**src/rtl/arb_pkg.sv**
```systemverilog
package arb_pkg;
  localparam int unsigned CFG_AW = 2;

  typedef enum logic [CFG_AW-1:0] {
    CFG_MODE = 2'd0,
    CFG_EN   = 2'd1,
    CFG_PRI  = 2'd2
  } cfg_sel_e;
endpackage

```
**src/rtl/arb_lowest.sv**
```systemverilog
module arb_lowest #(
  parameter int unsigned N = 7
) (
  input  logic [N-1:0] vec_i,
  output logic [N-1:0] pick_o,
  output logic         any_o
);
  // isolate lowest set bit
  assign pick_o = vec_i & (~vec_i + N'(1));
  assign any_o  = |vec_i;
endmodule

```
**src/rtl/arb_cfg.sv**
```systemverilog
module arb_cfg
  import arb_pkg::*;
#(
  parameter int unsigned N      = 7,
  parameter int unsigned FAIR_W = 8,
  parameter int unsigned DW     = 16
) (
  input  logic              clk_i,
  input  logic              rst_ni,
  input  logic              we_i,
  input  logic [CFG_AW-1:0] addr_i,
  input  logic [DW-1:0]     wdata_i,
  output logic [N-1:0]      en_o,
  output logic [N-1:0]      pri_o,
  output logic              to_en_o,
  output logic [FAIR_W-1:0] fair_start_o
);
  localparam int unsigned FAIR_LSB = 8;

  logic cfg_unused;
  assign cfg_unused = ^wdata_i;

  always_ff @(posedge clk_i or negedge rst_ni) begin
    if (!rst_ni) begin
      en_o         <= '1;
      pri_o        <= N'(1);
      to_en_o      <= 1'b0;
      fair_start_o <= '0;
    end else if (we_i) begin
      if (addr_i == CFG_MODE) begin
        to_en_o      <= wdata_i[0];
        fair_start_o <= wdata_i[FAIR_LSB +: FAIR_W];
      end
      if (addr_i == CFG_EN)  en_o  <= wdata_i[N-1:0];
      if (addr_i == CFG_PRI) pri_o <= wdata_i[N-1:0];
    end
  end
endmodule

```
**src/rtl/arb_timer.sv**
```systemverilog
module arb_timer #(
  parameter int unsigned TIMEOUT = 16,
  parameter int unsigned FAIR_W  = 8
) (
  input  logic              clk_i,
  input  logic              rst_ni,
  input  logic              load_i,
  input  logic              active_i,
  input  logic              bus_idle_i,
  input  logic              to_en_i,
  input  logic [FAIR_W-1:0] fair_start_i,
  output logic              to_fire_o,
  output logic              fair_exp_o
);
  localparam int unsigned TCW = $clog2(TIMEOUT + 1);
  localparam logic [TCW-1:0] TO_LAST = TCW'(TIMEOUT - 1);

  logic [TCW-1:0]    to_cnt_q;
  logic [FAIR_W-1:0] fair_q;
  logic              started_q;

  always_ff @(posedge clk_i or negedge rst_ni) begin
    if (!rst_ni) begin
      to_cnt_q  <= '0;
      fair_q    <= '0;
      started_q <= 1'b0;
    end else if (load_i) begin
      to_cnt_q  <= '0;
      fair_q    <= fair_start_i;
      started_q <= 1'b0;
    end else if (active_i) begin
      if (!bus_idle_i) begin
        started_q <= 1'b1;
        if (fair_q != '0) fair_q <= fair_q - FAIR_W'(1);
      end else if (!started_q && to_cnt_q != TO_LAST) begin
        to_cnt_q <= to_cnt_q + TCW'(1);
      end
    end
  end

  assign to_fire_o  = active_i && to_en_i && bus_idle_i && !started_q && (to_cnt_q == TO_LAST);
  assign fair_exp_o = active_i && bus_idle_i && started_q && (fair_q == '0);
endmodule

```
**src/rtl/arb_sched.sv**
```systemverilog
module arb_sched #(
  parameter int unsigned N = 7
) (
  input  logic         clk_i,
  input  logic         rst_ni,
  input  logic [N-1:0] req_i,
  input  logic [N-1:0] en_i,
  input  logic [N-1:0] pri_i,
  input  logic         to_fire_i,
  input  logic         fair_exp_i,
  output logic [N-1:0] gnt_o,
  output logic         load_o
);
  logic [N-1:0] own_q, hi_q, lo_q;
  logic [N-1:0] own_d, hi_d, lo_d;
  logic [N-1:0] live, excl, eff_hi, eff_lo, new_hi, new_lo;
  logic [N-1:0] pk_hi, pk_lo, pk_nhi, pk_nlo;
  logic         any_hi, any_lo, any_nhi, any_nlo;
  logic         forced, rearb;

  assign forced = to_fire_i | fair_exp_i;
  assign rearb  = ~|own_q || ~|(own_q & req_i) || ~|(own_q & en_i) || forced;

  assign live   = req_i & en_i;
  assign excl   = forced ? own_q : '0;
  assign eff_hi = hi_q & live;
  assign eff_lo = lo_q & live;
  assign new_hi = live & pri_i & ~excl;
  assign new_lo = live & ~pri_i & ~excl;

  arb_lowest #(.N(N)) u_pk_hi  (.vec_i(eff_hi), .pick_o(pk_hi),  .any_o(any_hi));
  arb_lowest #(.N(N)) u_pk_lo  (.vec_i(eff_lo), .pick_o(pk_lo),  .any_o(any_lo));
  arb_lowest #(.N(N)) u_pk_nhi (.vec_i(new_hi), .pick_o(pk_nhi), .any_o(any_nhi));
  arb_lowest #(.N(N)) u_pk_nlo (.vec_i(new_lo), .pick_o(pk_nlo), .any_o(any_nlo));

  always_comb begin
    own_d = own_q;
    hi_d  = hi_q;
    lo_d  = lo_q;
    if (rearb) begin
      if (any_hi) begin
        own_d = pk_hi;
        hi_d  = eff_hi & ~pk_hi;
      end else if (any_lo) begin
        // one low-level slot closes the round
        own_d = pk_lo;
        hi_d  = '0;
        lo_d  = '0;
      end else if (any_nhi) begin
        own_d = pk_nhi;
        hi_d  = new_hi & ~pk_nhi;
        lo_d  = new_lo;
      end else if (any_nlo) begin
        own_d = pk_nlo;
        hi_d  = '0;
        lo_d  = '0;
      end else begin
        own_d = '0;
        hi_d  = '0;
        lo_d  = '0;
      end
    end
  end

  always_ff @(posedge clk_i or negedge rst_ni) begin
    if (!rst_ni) begin
      own_q <= '0;
      hi_q  <= '0;
      lo_q  <= '0;
    end else begin
      own_q <= own_d;
      hi_q  <= hi_d;
      lo_q  <= lo_d;
    end
  end

  assign gnt_o  = own_q;
  assign load_o = rearb && (|own_d);

  // a slot sits in at most one snapshot level
  a_r4_snap_disjoint: assert property (@(posedge clk_i) disable iff (!rst_ni)
    (hi_q & lo_q) == '0);

  // the current owner is no longer pending in the high snapshot
  a_r4_owner_served: assert property (@(posedge clk_i) disable iff (!rst_ni)
    (own_q & hi_q) == '0);
endmodule

```
**src/rtl/snap_bus_arbiter.sv**
```systemverilog
module snap_bus_arbiter
  import arb_pkg::*;
#(
  parameter int unsigned NUM_REQ = 7,
  parameter int unsigned TIMEOUT = 16,
  parameter int unsigned FAIR_W  = 8,
  parameter int unsigned CFG_DW  = 16
) (
  input  logic               clk_i,
  input  logic               rst_ni,
  input  logic [NUM_REQ-1:0] req_i,
  input  logic               bus_idle_i,
  input  logic               cfg_we_i,
  input  logic [CFG_AW-1:0]  cfg_addr_i,
  input  logic [CFG_DW-1:0]  cfg_wdata_i,
  output logic [NUM_REQ-1:0] gnt_o
);
  logic [NUM_REQ-1:0] en_w, pri_w;
  logic               to_en_w, to_fire_w, fair_exp_w, load_w;
  logic [FAIR_W-1:0]  fair_start_w;

  arb_cfg #(.N(NUM_REQ), .FAIR_W(FAIR_W), .DW(CFG_DW)) u_cfg (
    .clk_i        (clk_i),
    .rst_ni       (rst_ni),
    .we_i         (cfg_we_i),
    .addr_i       (cfg_addr_i),
    .wdata_i      (cfg_wdata_i),
    .en_o         (en_w),
    .pri_o        (pri_w),
    .to_en_o      (to_en_w),
    .fair_start_o (fair_start_w)
  );

  arb_timer #(.TIMEOUT(TIMEOUT), .FAIR_W(FAIR_W)) u_timer (
    .clk_i        (clk_i),
    .rst_ni       (rst_ni),
    .load_i       (load_w),
    .active_i     (|gnt_o),
    .bus_idle_i   (bus_idle_i),
    .to_en_i      (to_en_w),
    .fair_start_i (fair_start_w),
    .to_fire_o    (to_fire_w),
    .fair_exp_o   (fair_exp_w)
  );

  arb_sched #(.N(NUM_REQ)) u_sched (
    .clk_i      (clk_i),
    .rst_ni     (rst_ni),
    .req_i      (req_i),
    .en_i       (en_w),
    .pri_i      (pri_w),
    .to_fire_i  (to_fire_w),
    .fair_exp_i (fair_exp_w),
    .gnt_o      (gnt_o),
    .load_o     (load_w)
  );

  a_r7_onehot: assert property (@(posedge clk_i) disable iff (!rst_ni)
    $onehot0(gnt_o));

  a_r7_change_point: assert property (@(posedge clk_i) disable iff (!rst_ni)
    ((|$past(gnt_o)) && (gnt_o != $past(gnt_o))) |->
      ($past(bus_idle_i) || ($past(req_i & gnt_o) == '0) || ($past(en_w & gnt_o) == '0)));

  a_r2_no_disabled_gnt: assert property (@(posedge clk_i) disable iff (!rst_ni)
    (gnt_o & ~$past(en_w)) == '0);

  a_r8_gnt_follows_req: assert property (@(posedge clk_i) disable iff (!rst_ni)
    (gnt_o & ~$past(req_i)) == '0);
endmodule

```
**config.mk**
```make
export PLATFORM = sky130hd
export DESIGN_NAME = snap_bus_arbiter
export DESIGN_NICKNAME = d
export VERILOG_FILES = /design/src/rtl/arb_pkg.sv /design/src/rtl/arb_lowest.sv /design/src/rtl/arb_cfg.sv /design/src/rtl/arb_timer.sv /design/src/rtl/arb_sched.sv /design/src/rtl/snap_bus_arbiter.sv
export SDC_FILE = /design/constraint.sdc
export NUM_CORES = 1
export LEC_CHECK = 0
export BUFFER_PORTS_ARGS = -buffer_cell sky130_fd_sc_hd__buf_2
export CAP_MARGIN = 10
export CORE_UTILIZATION = 30
export CTS_CLUSTER_SIZE = 28
export DETAILED_ROUTE_END_ITERATION = 6
export PLACE_DENSITY = 0.45
export REMOVE_ABC_BUFFERS = 1
export SYNTH_ARGS = -nofsm -noshare
export SYNTH_HDL_FRONTEND = slang
export SYNTH_SLANG_ARGS = --single-unit
```
**constraint.sdc**
```tcl
create_clock -name clk_i -period 3.7 [get_ports clk_i]
set_input_delay 0.37 -clock clk_i [delete_from_list [all_inputs] [get_ports clk_i]]
set_output_delay 0.37 -clock clk_i [all_outputs]
set_load 0.01 [all_outputs]
```
**Yosys cells after proc, flatten, opt, wreduce, memory -nomap -nowiden**

Cells that the tools add are included.

- $add $sub $neg: 6
- $mul: 0
- Div/mod/pow operators: 0
- $lt $le $gt $ge: 0
- Equal/unequal tests: 5
- Shifts and indexed selects: 0
- Muxes and demuxes: 22
- Bitwise operators: 25
- Reduce and logical (&&, ||, !) cells: 38

Operator list:

| operator | count |
|---|---|
| AND 7 bit | 15 |
| two-way mux 7 bit | 11 |
| inverter 7 bit | 8 |
| OR reduction 7 bit | 8 |
| two-way mux 8 bit | 4 |
| adder 7 x 1 -> 7 bit (second input constant) | 4 |
| two-way mux 5 bit | 4 |
| AND reduction 2 bit | 5 |
| logical AND 1 bit | 9 |
| zero test 8 bit | 1 |
| nonzero test 2 bit | 4 |
| nonzero test 8 bit | 1 |
| subtractor 8 x 1 -> 8 bit (second input constant) | 1 |
| AND reduction 3 bit | 2 |
| adder 5 x 1 -> 5 bit (second input constant) | 1 |
| == test 5 x 4 -> 1 bit (second input constant) | 1 |
| inequality test 5 x 4 -> 1 bit (second input constant) | 1 |
| zero test 1 bit | 4 |
| logical OR 1 bit | 3 |
| two-way mux 1 bit | 3 |
| == test 2 x 1 -> 1 bit (second input constant) | 1 |
| == test 2 bit (second input constant) | 1 |
| zero test 2 bit | 1 |
| inequality test 2 x 1 -> 1 bit (second input constant) | 1 |
| 2 further kinds | 2 |

- Bits in registers: 58
- Bits in latches: 0
- RAM bits: 0
- Bits in read-only memories: 0
- Output and inout port bits: 7
- Word-level logic and storage cells: 106
- Memories kept: 0

**Depth between registers and ports, before layout**

Gate-level depths: netlist of the first run.

- Depth after elaboration: 21
- Mapped depth: 14

**By module**

A second synthesis of the first run with hierarchy kept.

- Cells, all modules: 353
- Area, all modules: 3724.8 sq um

Modules (own cells, without submodules):

| module | instances | cells each | area each (sq um) | sequential area each (sq um) |
|---|---|---|---|---|
| arb_sched | 1 | 163 | 1637.8 | 525.5 |
| arb_cfg | 1 | 50 | 890.9 | 585.6 |
| arb_timer | 1 | 97 | 880.8 | 350.3 |
| arb_lowest | 4 | 10 | 75.1 | 0.0 |
| snap_bus_arbiter | 1 | 3 | 15.0 | 0.0 |

**Worst setup path after synthesis of the first run**

OpenSTA, ideal clock, no wires.

- Path kind: register -> register
- From: register u_timer.to_cnt_q[0]
- To: register u_timer.fair_q[4]
- Arrival: 3.354 ns
- Setup slack: 0.221 ns
- Stages on the path, launching flop included: 15
- Path buffers: 2
- Period minus slack after synthesis: 3.479 ns
- Cell sequence: dfrtp_1 -> ha_1 -> and3_1 -> ha_1 -> and3b_1 -> o21bai_4 -> a311oi_2 -> clkbuf_1 -> nor3b_1 -> a21oi_1 -> o41ai_2 -> nor4_1 -> a41oi_2 -> buf_6 -> mux2_4

- Longest elaborated chain between the ends: 18
- Elaborated cells between the ends (all ways): 28
- Those cells by class: 2 x add/sub; 2 x eq/ne; 7 x mux; 8 x bitwise; 9 x reduce/logical

RTL lines:

| what | RTL line | text |
|---|---|---|
| start: declaration | arb_timer.sv:18 | `logic [TCW-1:0] to_cnt_q;` |
| start signal: assignment | arb_timer.sv:36 | `to_cnt_q <= to_cnt_q + TCW'(1);` |
| == test 5 x 4 -> 1 bit (*) | arb_timer.sv:41 | `assign to_fire_o = active_i && to_en_i && bus_idle_i && !started_q && (to_cnt_q == TO_LAST);` |
| logical AND 1 bit (*) | arb_timer.sv:41 |  |
| bitwise OR 1 bit (*) | arb_sched.sv:21 | `assign forced = to_fire_i \| fair_exp_i;` |
| two-way mux 7 bit | arb_sched.sv:25 | `assign excl = forced ? own_q : '0;` |
| inverter 7 bit | arb_sched.sv:28, arb_sched.sv:29 |  |
| AND 7 bit | arb_sched.sv:29 | `assign new_lo = live & ~pri_i & ~excl;` |
| inverter 7 bit | arb_lowest.sv:9 | `assign pick_o = vec_i & (~vec_i + N'(1));` |
| adder 7 x 1 -> 7 bit | arb_lowest.sv:9 |  |
| (+3 left out) | n/a |  |
| two-way mux 7 bit | arb_sched.sv:44 | `end else if (any_lo) begin` |
| two-way mux 7 bit | arb_sched.sv:41 | `if (any_hi) begin` |
| two-way mux 7 bit (*) | arb_sched.sv:40 | `if (rearb) begin` |
| net u_sched.own_d[0] | arb_sched.sv:15 | `logic [N-1:0] own_d, hi_d, lo_d;` |
| OR reduction 7 bit (*) | arb_sched.sv:78 | `assign load_o = rearb && (\|own_d);` |
| logical AND 1 bit (*) | arb_sched.sv:78 |  |
| inequality test 2 x 1 -> 1 bit (no line) / nonzero test 2 bit (equally long branches) | n/a |  |
| AND reduction 3 bit (no line) | n/a |  |
| end signal: assignment | arb_timer.sv:29 | `fair_q <= fair_start_i;` |
| end signal: assignment | arb_timer.sv:34 | `if (fair_q != '0) fair_q <= fair_q - FAIR_W'(1);` |
| end: declaration | arb_timer.sv:19 | `logic [FAIR_W-1:0] fair_q;` |

Mark *: on every way through the listed nets, which the timed path passes. The rest lies on a longest branch.
A chain may end at the register's enable or synchronous reset.

**Worst setup path in the final report of the first run**

- From: register u_timer.fair_q[1]
- To: register u_timer.fair_q[2]

- Longest elaborated chain between the ends: 18
- Elaborated cells between the ends (all ways): 33
- Those cells by class: 3 x add/sub; 1 x eq/ne; 10 x mux; 8 x bitwise; 11 x reduce/logical

RTL lines:

| what | RTL line | text |
|---|---|---|
| zero test 8 bit (*) | arb_timer.sv:42 | `assign fair_exp_o = active_i && bus_idle_i && started_q && (fair_q == '0);` |
| logical AND 1 bit (*) | arb_timer.sv:42 |  |
| bitwise OR 1 bit (*) | arb_sched.sv:21 |  |
| two-way mux 7 bit | arb_sched.sv:25 |  |
| inverter 7 bit | arb_sched.sv:28, arb_sched.sv:29 |  |
| AND 7 bit | arb_sched.sv:29 |  |
| inverter 7 bit | arb_lowest.sv:9 |  |
| adder 7 x 1 -> 7 bit | arb_lowest.sv:9 |  |
| (+3 left out) | n/a |  |
| two-way mux 7 bit | arb_sched.sv:44 |  |
| two-way mux 7 bit | arb_sched.sv:41 |  |
| two-way mux 7 bit (*) | arb_sched.sv:40 |  |
| net u_sched.own_d[6] | arb_sched.sv:15 |  |
| OR reduction 7 bit (*) | arb_sched.sv:78 |  |
| logical AND 1 bit (*) | arb_sched.sv:78 |  |
| inequality test 2 x 1 -> 1 bit (no line) / nonzero test 2 bit (equally long branches) | n/a |  |
| AND reduction 3 bit (no line) | n/a |  |

Mark *: on every way through the listed nets, which the timed path passes. The rest lies on a longest branch. The select of a mux whose other input is x is not followed.

==> results of run 1 <==
-- cells by family (layout without fill, tap and decap cells) --
| family | Yosys count | count (layout) | synth area share |
|---|---|---|---|
| AND/OR/NAND/NOR | 118 | 118 | 0.194 |
| AO/OA/AOI/OAI | 77 | 78 | 0.183 |
| flip-flops | 57 | 57 | 0.438 |
| multiplexers | 33 | 33 | 0.117 |
| buffers and inverters | 19 | 104 | 0.0267 |
| XOR/XNOR | 10 | 10 | 0.0267 |
| adder cells (fa/ha/maj) | 4 | 4 | 0.0152 |
-- worst max-delay path: stages (launching register included) --
cell	delay (ns)
dfrtp_1	0.38
inv_1	0.08
ha_2	0.17
or4bb_4	0.51
o21bai_4	0.25
buf_4	0.18
a31oi_4	0.12
or4_4	0.56
o41ai_4	0.40
nor2_1	0.10
a41oi_2	0.16
buf_6	0.14
buf_12	0.11
mux2_2	0.33
-- state kept, by name, summed over array words and instances, names as in the netlist --
name / count
u_cfg.fair_start_o: 8
u_timer.fair_q: 8
u_cfg.en_o: 7
u_cfg.pri_o: 7
u_sched.gnt_o: 7
u_sched.lo_q: 7
u_sched.hi_q: 6
u_timer.to_cnt_q: 5
u_cfg.to_en_o: 1
u_timer.started_q: 1
-- through the flow --
step / hold WS [ns] / std cells / setup slack [ns]
after global routing: 0.225 / 540 / -0.00646
after detailed placement: 0.454 / 517 / 0.0343
after global placement: 0.457 / 517 / 0.0451
after CTS: 0.201 / 534 / 0.0303
final: 0.182 / 540 / 0.108
after floorplan: 0.0744 / 309 / -0.246
-- metal layers --
metal	GRT usage	up-vias	wire length, um
met2	0.292	110	4690
li1	-	1387	-
met3	0.0426	21	584
met5	0	-	0
met4	0.0783	0	254
met1	0.236	1417	4300
-- cells in the final DEF, fill, tap and decap left out, types with 3 or more instances in the layout --
master	Yosys	layout
mux2_2	27	27
nor2b_1	3	3
a31oi_1	9	5
a22oi_1	5	5
buf_4	0	39
ha_1	4	3
nand2_1	23	23
a311oi_1	5	3
dfstp_2	8	8
nand4_1	7	7
nor3b_1	4	4
inv_1	10	9
nand3_1	12	12
o21ai_0	18	17
buf_6	2	3
clkbuf_8	0	10
xnor2_1	4	4
buf_2	1	34
dfrtp_1	49	49
nor3_1	12	12
xor2_1	6	6
mux2_4	4	4
nor2_1	22	22
a22o_1	7	7
a21oi_1	9	8
and3_1	13	13
a31oi_2	0	4
nor4_1	6	4
clkinv_4	0	3
-- layout make-up --
| cell class | instances | area [um^2] | area share |
|---|---|---|---|
| timing repair buffer | 78 | 542 | 0.126 |
| sequential | 57 | 1440 | 0.333 |
| clock buffer | 10 | 138 | 0.0319 |
| multi-input combinational | 243 | 1890 | 0.440 |
| inverter | 10 | 37.5 | 0.00871 |
| tap | 136 | 170 | 0.0395 |
| clock inverter | 6 | 91.3 | 0.0212 |
-- worst max-delay path by stage --
stage / depth (start not counted) / start / endpoint
6_report: 13 / u_timer.fair_q[1]$_DFFE_PN0P_ / u_timer.fair_q[2]$_DFFE_PN0P_
5_1_grt: 16 / u_timer.fair_q[1]$_DFFE_PN0P_ / u_timer.fair_q[3]$_DFFE_PN0P_
4_1_cts: 12 / u_timer.fair_q[0]$_DFFE_PN0P_ / u_timer.fair_q[2]$_DFFE_PN0P_
3_5_place_dp: 12 / u_timer.fair_q[0]$_DFFE_PN0P_ / u_timer.fair_q[2]$_DFFE_PN0P_
3_3_place_gp: 13 / u_timer.to_cnt_q[0]$_DFFE_PN0P_ / u_timer.fair_q[4]$_DFFE_PN0P_
2_1_floorplan: 12 / u_timer.to_cnt_q[0]$_DFFE_PN0P_ / u_timer.fair_q[0]$_DFFE_PN0P_
-- report_power, final --
part / switching (W) / internal [W] / leakage (nW) / total, W
Clock: 0.000285 / 0.000399 / 0.116 / 0.000685
Combinational: 0.000976 / 0.00109 / 1.07 / 0.00207
Sequential: 0.000219 / 0.000825 / 0.708 / 0.00104
-- what timing repair did --
item,4_1_cts,5_1_grt
gates cloned,1,1
gates resized for setup,1,22
pin swaps,1,5
buffers inserted,0,5
setup endpoints to repair,1,14
==> reports/metrics.yaml, run 1 <==
status: "complete, no violations"
utilization: 0.412
seq_area_frac_synth: 0.438
drive_above_1_share: 0.406
setup_tns_ns: 0
area_growth_syn_to_layout_pct: 31.2
r2r_slack_ns: 0.11
cts_sinks: 57
slew_violations: 0
path_clk_slew_ns: 0.08
overflow: 0
ant_nets: 0
n_antenna_cell: 0
arrival_ns: 3.83
grt_first_pass_wirelength_um: 15600
hold_path_class: "primary input to async pin"
worstSetupEndpointType: "flip-flop"
r2r_cells: 13
timing.rr.end: "u_timer.fair_q[2]$_DFFE_PN0P_"
p_total_w: 0.00380
synth_top_flop_cell: "dfrtp_1"
hold_viol: 0
timing.rr.start: "u_timer.fair_q[1]$_DFFE_PN0P_"
p_leak_nw: 1.90
path_class: "flip-flop to flip-flop"
viasPerCell: 5.44
first_pass_iters: 4
synth_top_area_share: 0.373
yosys-top-cells-area: "dfrtp_1 (37%), mux2_2 (9.3%), dfstp_2 (6.4%)"
critical_path_required_ns: 3.94
place_area_um2: 3870
cellPowerDensity_nw_per_um2: 881
start_kind: "flip-flop"
first_iter_violations: 135
gp_congestion: 0.880
syn_inst: 318
drc: 0
rsz0062_at_grt: "true"
root_buffer: "clkbuf_8"
die_y_um: 107
yosysTopAreaCell: "dfrtp_1"
grt_usage: 0.183
ys_types: 57
nNetsFinal: 432
clk_latency_ns: 0.35
hpwlAfterDp_um: 6990
yosysMostFrequentCell: "dfrtp_1"
synth_edf_count: 0
syn_area_per_cell_um2: 10.3
layout_min_cycle_time_ns: 3.59
fillers: 1068
grt_max_degree: 43
cts_tree: "done"
cts_buffers: 9
synth-async-reset-ratio: 1.00
max-slew-margin-rel: 0.261
cp_max_fo: 5
max_cap_viol_count: 0
die_w_um: 107
yosys-top-cells-count: "dfrtp_1 (49), mux2_2 (27), nand2_1 (23), nor2_1 (22), o21ai_0 (18)"
worst_slew_pin_slew_ns: 1.10
wl_per_cell_um: 18.2
dieArea_um2: 11400
finClkSkew_ns: 0.00699
rows: 37
drt_wl_total_um: 9820
syn_area_um2: 3280
core-area_um2: 10500
clock_path_buffers: 2
ys_warn_count: 0
finalSetupViolCount: 0
htree_levels: 3
port-buffer-count: 34
ios: 36
finalCritPeriodShare: 0.971
ys_ff_latch: 57
grt_pass1_vias: 2935
start_util: 0.314
ir_drop_mv: 0.366
via_count: 2935
max_freq_ghz: 0.278
stdcell_area_um2: 4310
antenna_found_initial: 0
cts.hold.buffers_added: 0
Power figures use the tool's default switching activity.
==> run 2: changes to the inputs <==
--- a/config.mk
+++ b/config.mk
@@ -7,10 +7,10 @@
 export LEC_CHECK = 0
 export BUFFER_PORTS_ARGS = -buffer_cell sky130_fd_sc_hd__buf_2
 export CAP_MARGIN = 10
-export CORE_UTILIZATION = 30
+export CORE_UTILIZATION = 40
 export CTS_CLUSTER_SIZE = 28
 export DETAILED_ROUTE_END_ITERATION = 6
-export PLACE_DENSITY = 0.45
+export PLACE_DENSITY = 0.57
 export REMOVE_ABC_BUFFERS = 1
 export SYNTH_ARGS = -nofsm -noshare
 export SYNTH_HDL_FRONTEND = slang
==> reports/metrics.yaml, run 2 (synthesis gave the netlist of run 1 again) <==
first_iter_violations: 255  # +89%
cts_sinks: 57  # unchanged
dpl_worst_slack_ns: -0.0314  # -0.0656 ns
p_total_w: 0.00350  # -7.9%
grt_usage: 0.224  # +0.0415
worst_slack_ns: 0.125  # +0.0166 ns
drive_above_1_share: 0.382  # -0.0240
die_w_um: 92.6  # -13%
status: "finished, violations left"
final_cell_mix: "dfrtp_1 (49), buf_4 (35), buf_2 (34)"
core-area_um2: 7850  # -25%
path_clk_slew_ns: 0.08  # about the same
worstSetupEndpointType: "flip-flop"
drc: 2  # +2
hold_path_class: "primary input to async pin"
cellPowerDensity_nw_per_um2: 841  # -4.6%
p_leak_nw: 1.85  # -2.3%
ant_nets: 0  # unchanged
n_antenna_cell: 0  # unchanged
max-slew-margin-rel: 0.320  # +0.0591
ios: 36  # unchanged
cts.hold.buffers_added: 0  # unchanged
finalSetupViolCount: 0  # unchanged
start_kind: "flip-flop"
via_count: 2954  # +0.65%
place_area_um2: 3810  # -1.7%
top_regs: "u_cfg.fair_start_o x8, u_timer.fair_q x8"
worst_slew_pin_slew_ns: 1.01  # -0.0879 ns
rows: 32  # -14%
finClkSkew_ns: 0.00749  # +0.000505 ns
root_buffer: "clkbuf_8"
path_class: "flip-flop to flip-flop"
r2r_cells: 11  # -2
cts_buffers: 9  # unchanged
clk_latency_ns: 0.35  # about the same
finalCritPeriodShare: 0.966  # -0.00448
slew_violations: 0  # unchanged
stdcell_area_um2: 4160  # -3.4%
grt_pass1_vias: 2954  # +0.65%
antenna_found_initial: 0  # unchanged
htree_levels: 3  # unchanged
ir_drop_mv: 0.444  # +21%
nNetsFinal: 426  # -1.4%
timing.rr.start: "u_timer.fair_q[0]$_DFFE_PN0P_"
grt_first_pass_wirelength_um: 14700  # -5.6%
arrival_ns: 3.81  # -0.02 ns
overflow: 0  # unchanged
violations: "design-rule violations"
port-buffer-count: 34  # unchanged
final_common_cell: "dfrtp_1"
drt_wl_total_um: 8860  # -9.7%
cts_tree: "done"
grt_max_degree: 44  # +2.3%
utilization: 0.530  # +0.119
r2r_slack_ns: 0.12  # +0.02 ns
max_freq_ghz: 0.280  # +0.46%
wl_per_cell_um: 17.7  # -2.5%
viasPerCell: 5.91  # +8.7%
layout_min_cycle_time_ns: 3.58  # -0.0166 ns
hold_viol: 0  # unchanged
timing.rr.end: "u_timer.fair_q[2]$_DFFE_PN0P_"
critical_path_required_ns: 3.93  # about the same
cp_max_fo: 9  # +4
max_cap_viol_count: 0  # unchanged
dieArea_um2: 8570  # -25%
die_y_um: 92.6  # -13%
start_util: 0.418  # +0.105
gp_congestion: 0.926  # +5.3%
first_pass_iters: 7  # +3
clock_path_buffers: 2  # unchanged
area_growth_syn_to_layout_pct: 26.8
hpwlAfterDp_um: 6430  # -8.0%
-- run 2: cell count changes in the layout (fill, tap and decap cells not counted), moves of 2 or more --
cell / before / now
a31oi_2: 4 / 2
a31oi_1: 5 / 7
a311oi_2: 2 / 0
buf_4: 39 / 35
a311oi_1: 3 / 5
-- run 2: cell type report --
class	instances	area [um^2]
clock buffers	9	124
multi-input cells	243	1860
inverters	10	37.5
clock inverters	7	103
fillers	728	3680
well taps	102	128
flip-flops and latches	57	1440
repair buffers	72	475
-- run 2: worst max-delay path by stage --
stage                                    start                               to  slack (ns)  cells after the start
3_5_place_dp     u_timer.fair_q[0]$_DFFE_PN0P_    u_timer.fair_q[2]$_DFFE_PN0P_       -0.03                     12
5_1_grt        u_timer.to_cnt_q[0]$_DFFE_PN0P_  u_timer.to_cnt_q[4]$_DFFE_PN0P_      -0.007                     15
6_report         u_timer.fair_q[0]$_DFFE_PN0P_    u_timer.fair_q[2]$_DFFE_PN0P_        0.12                     11
2_1_floorplan  u_timer.to_cnt_q[0]$_DFFE_PN0P_    u_timer.fair_q[0]$_DFFE_PN0P_       -0.25                     12
3_3_place_gp     u_timer.fair_q[0]$_DFFE_PN0P_    u_timer.fair_q[2]$_DFFE_PN0P_        0.02                     12
4_1_cts          u_timer.fair_q[0]$_DFFE_PN0P_    u_timer.fair_q[2]$_DFFE_PN0P_        0.04                     12
-- run 2: what timing repair did --
action | CTS | global route
gates cloned | 1 | 0
gates resized for setup | 0 | 14
endpoints found under the setup margin | 8 | 14
pin swaps | 1 | 4
buffers inserted | 2 | 1
-- run 2: critical path, stage by stage (launching register included) --
cell and delay [ns]:
dfrtp_1 0.38, inv_1 0.07, ha_1 0.17, or4bb_4 0.59
o21bai_4 0.22, a31oi_1 0.23, or4_4 0.63, o41ai_4 0.35
nor2_1 0.10, a41oi_2 0.20, buf_12 0.17, mux2_2 0.34
-- run 2: stage by stage --
step	hold slack, ns	setup TNS (ns)	instances
after floorplan	0.0744	-1.99	309
after global placement	0.453	0	480
after detailed placement	0.462	-0.0945	480
after CTS	0.203	0	499
final	0.164	0	500
after global routing	0.231	-0.0103	500
-- run 2: power breakdown --
part	internal [W]	switching, W	total [W]
sequential	0.000826	0.000213	0.00104
combinational	0.000908	0.000884	0.00179
clock	0.000384	0.000284	0.000668
total	0.00212	0.00138	0.00350
-- run 2: metal layers --
metal	routed length, um	vias to the layer above	GRT usage
li1	-	1362	-
met1	3790	1434	0.285
met2	4250	134	0.363
met3	602	24	0.0517
met4	221	0	0.100
met5	0	-	0
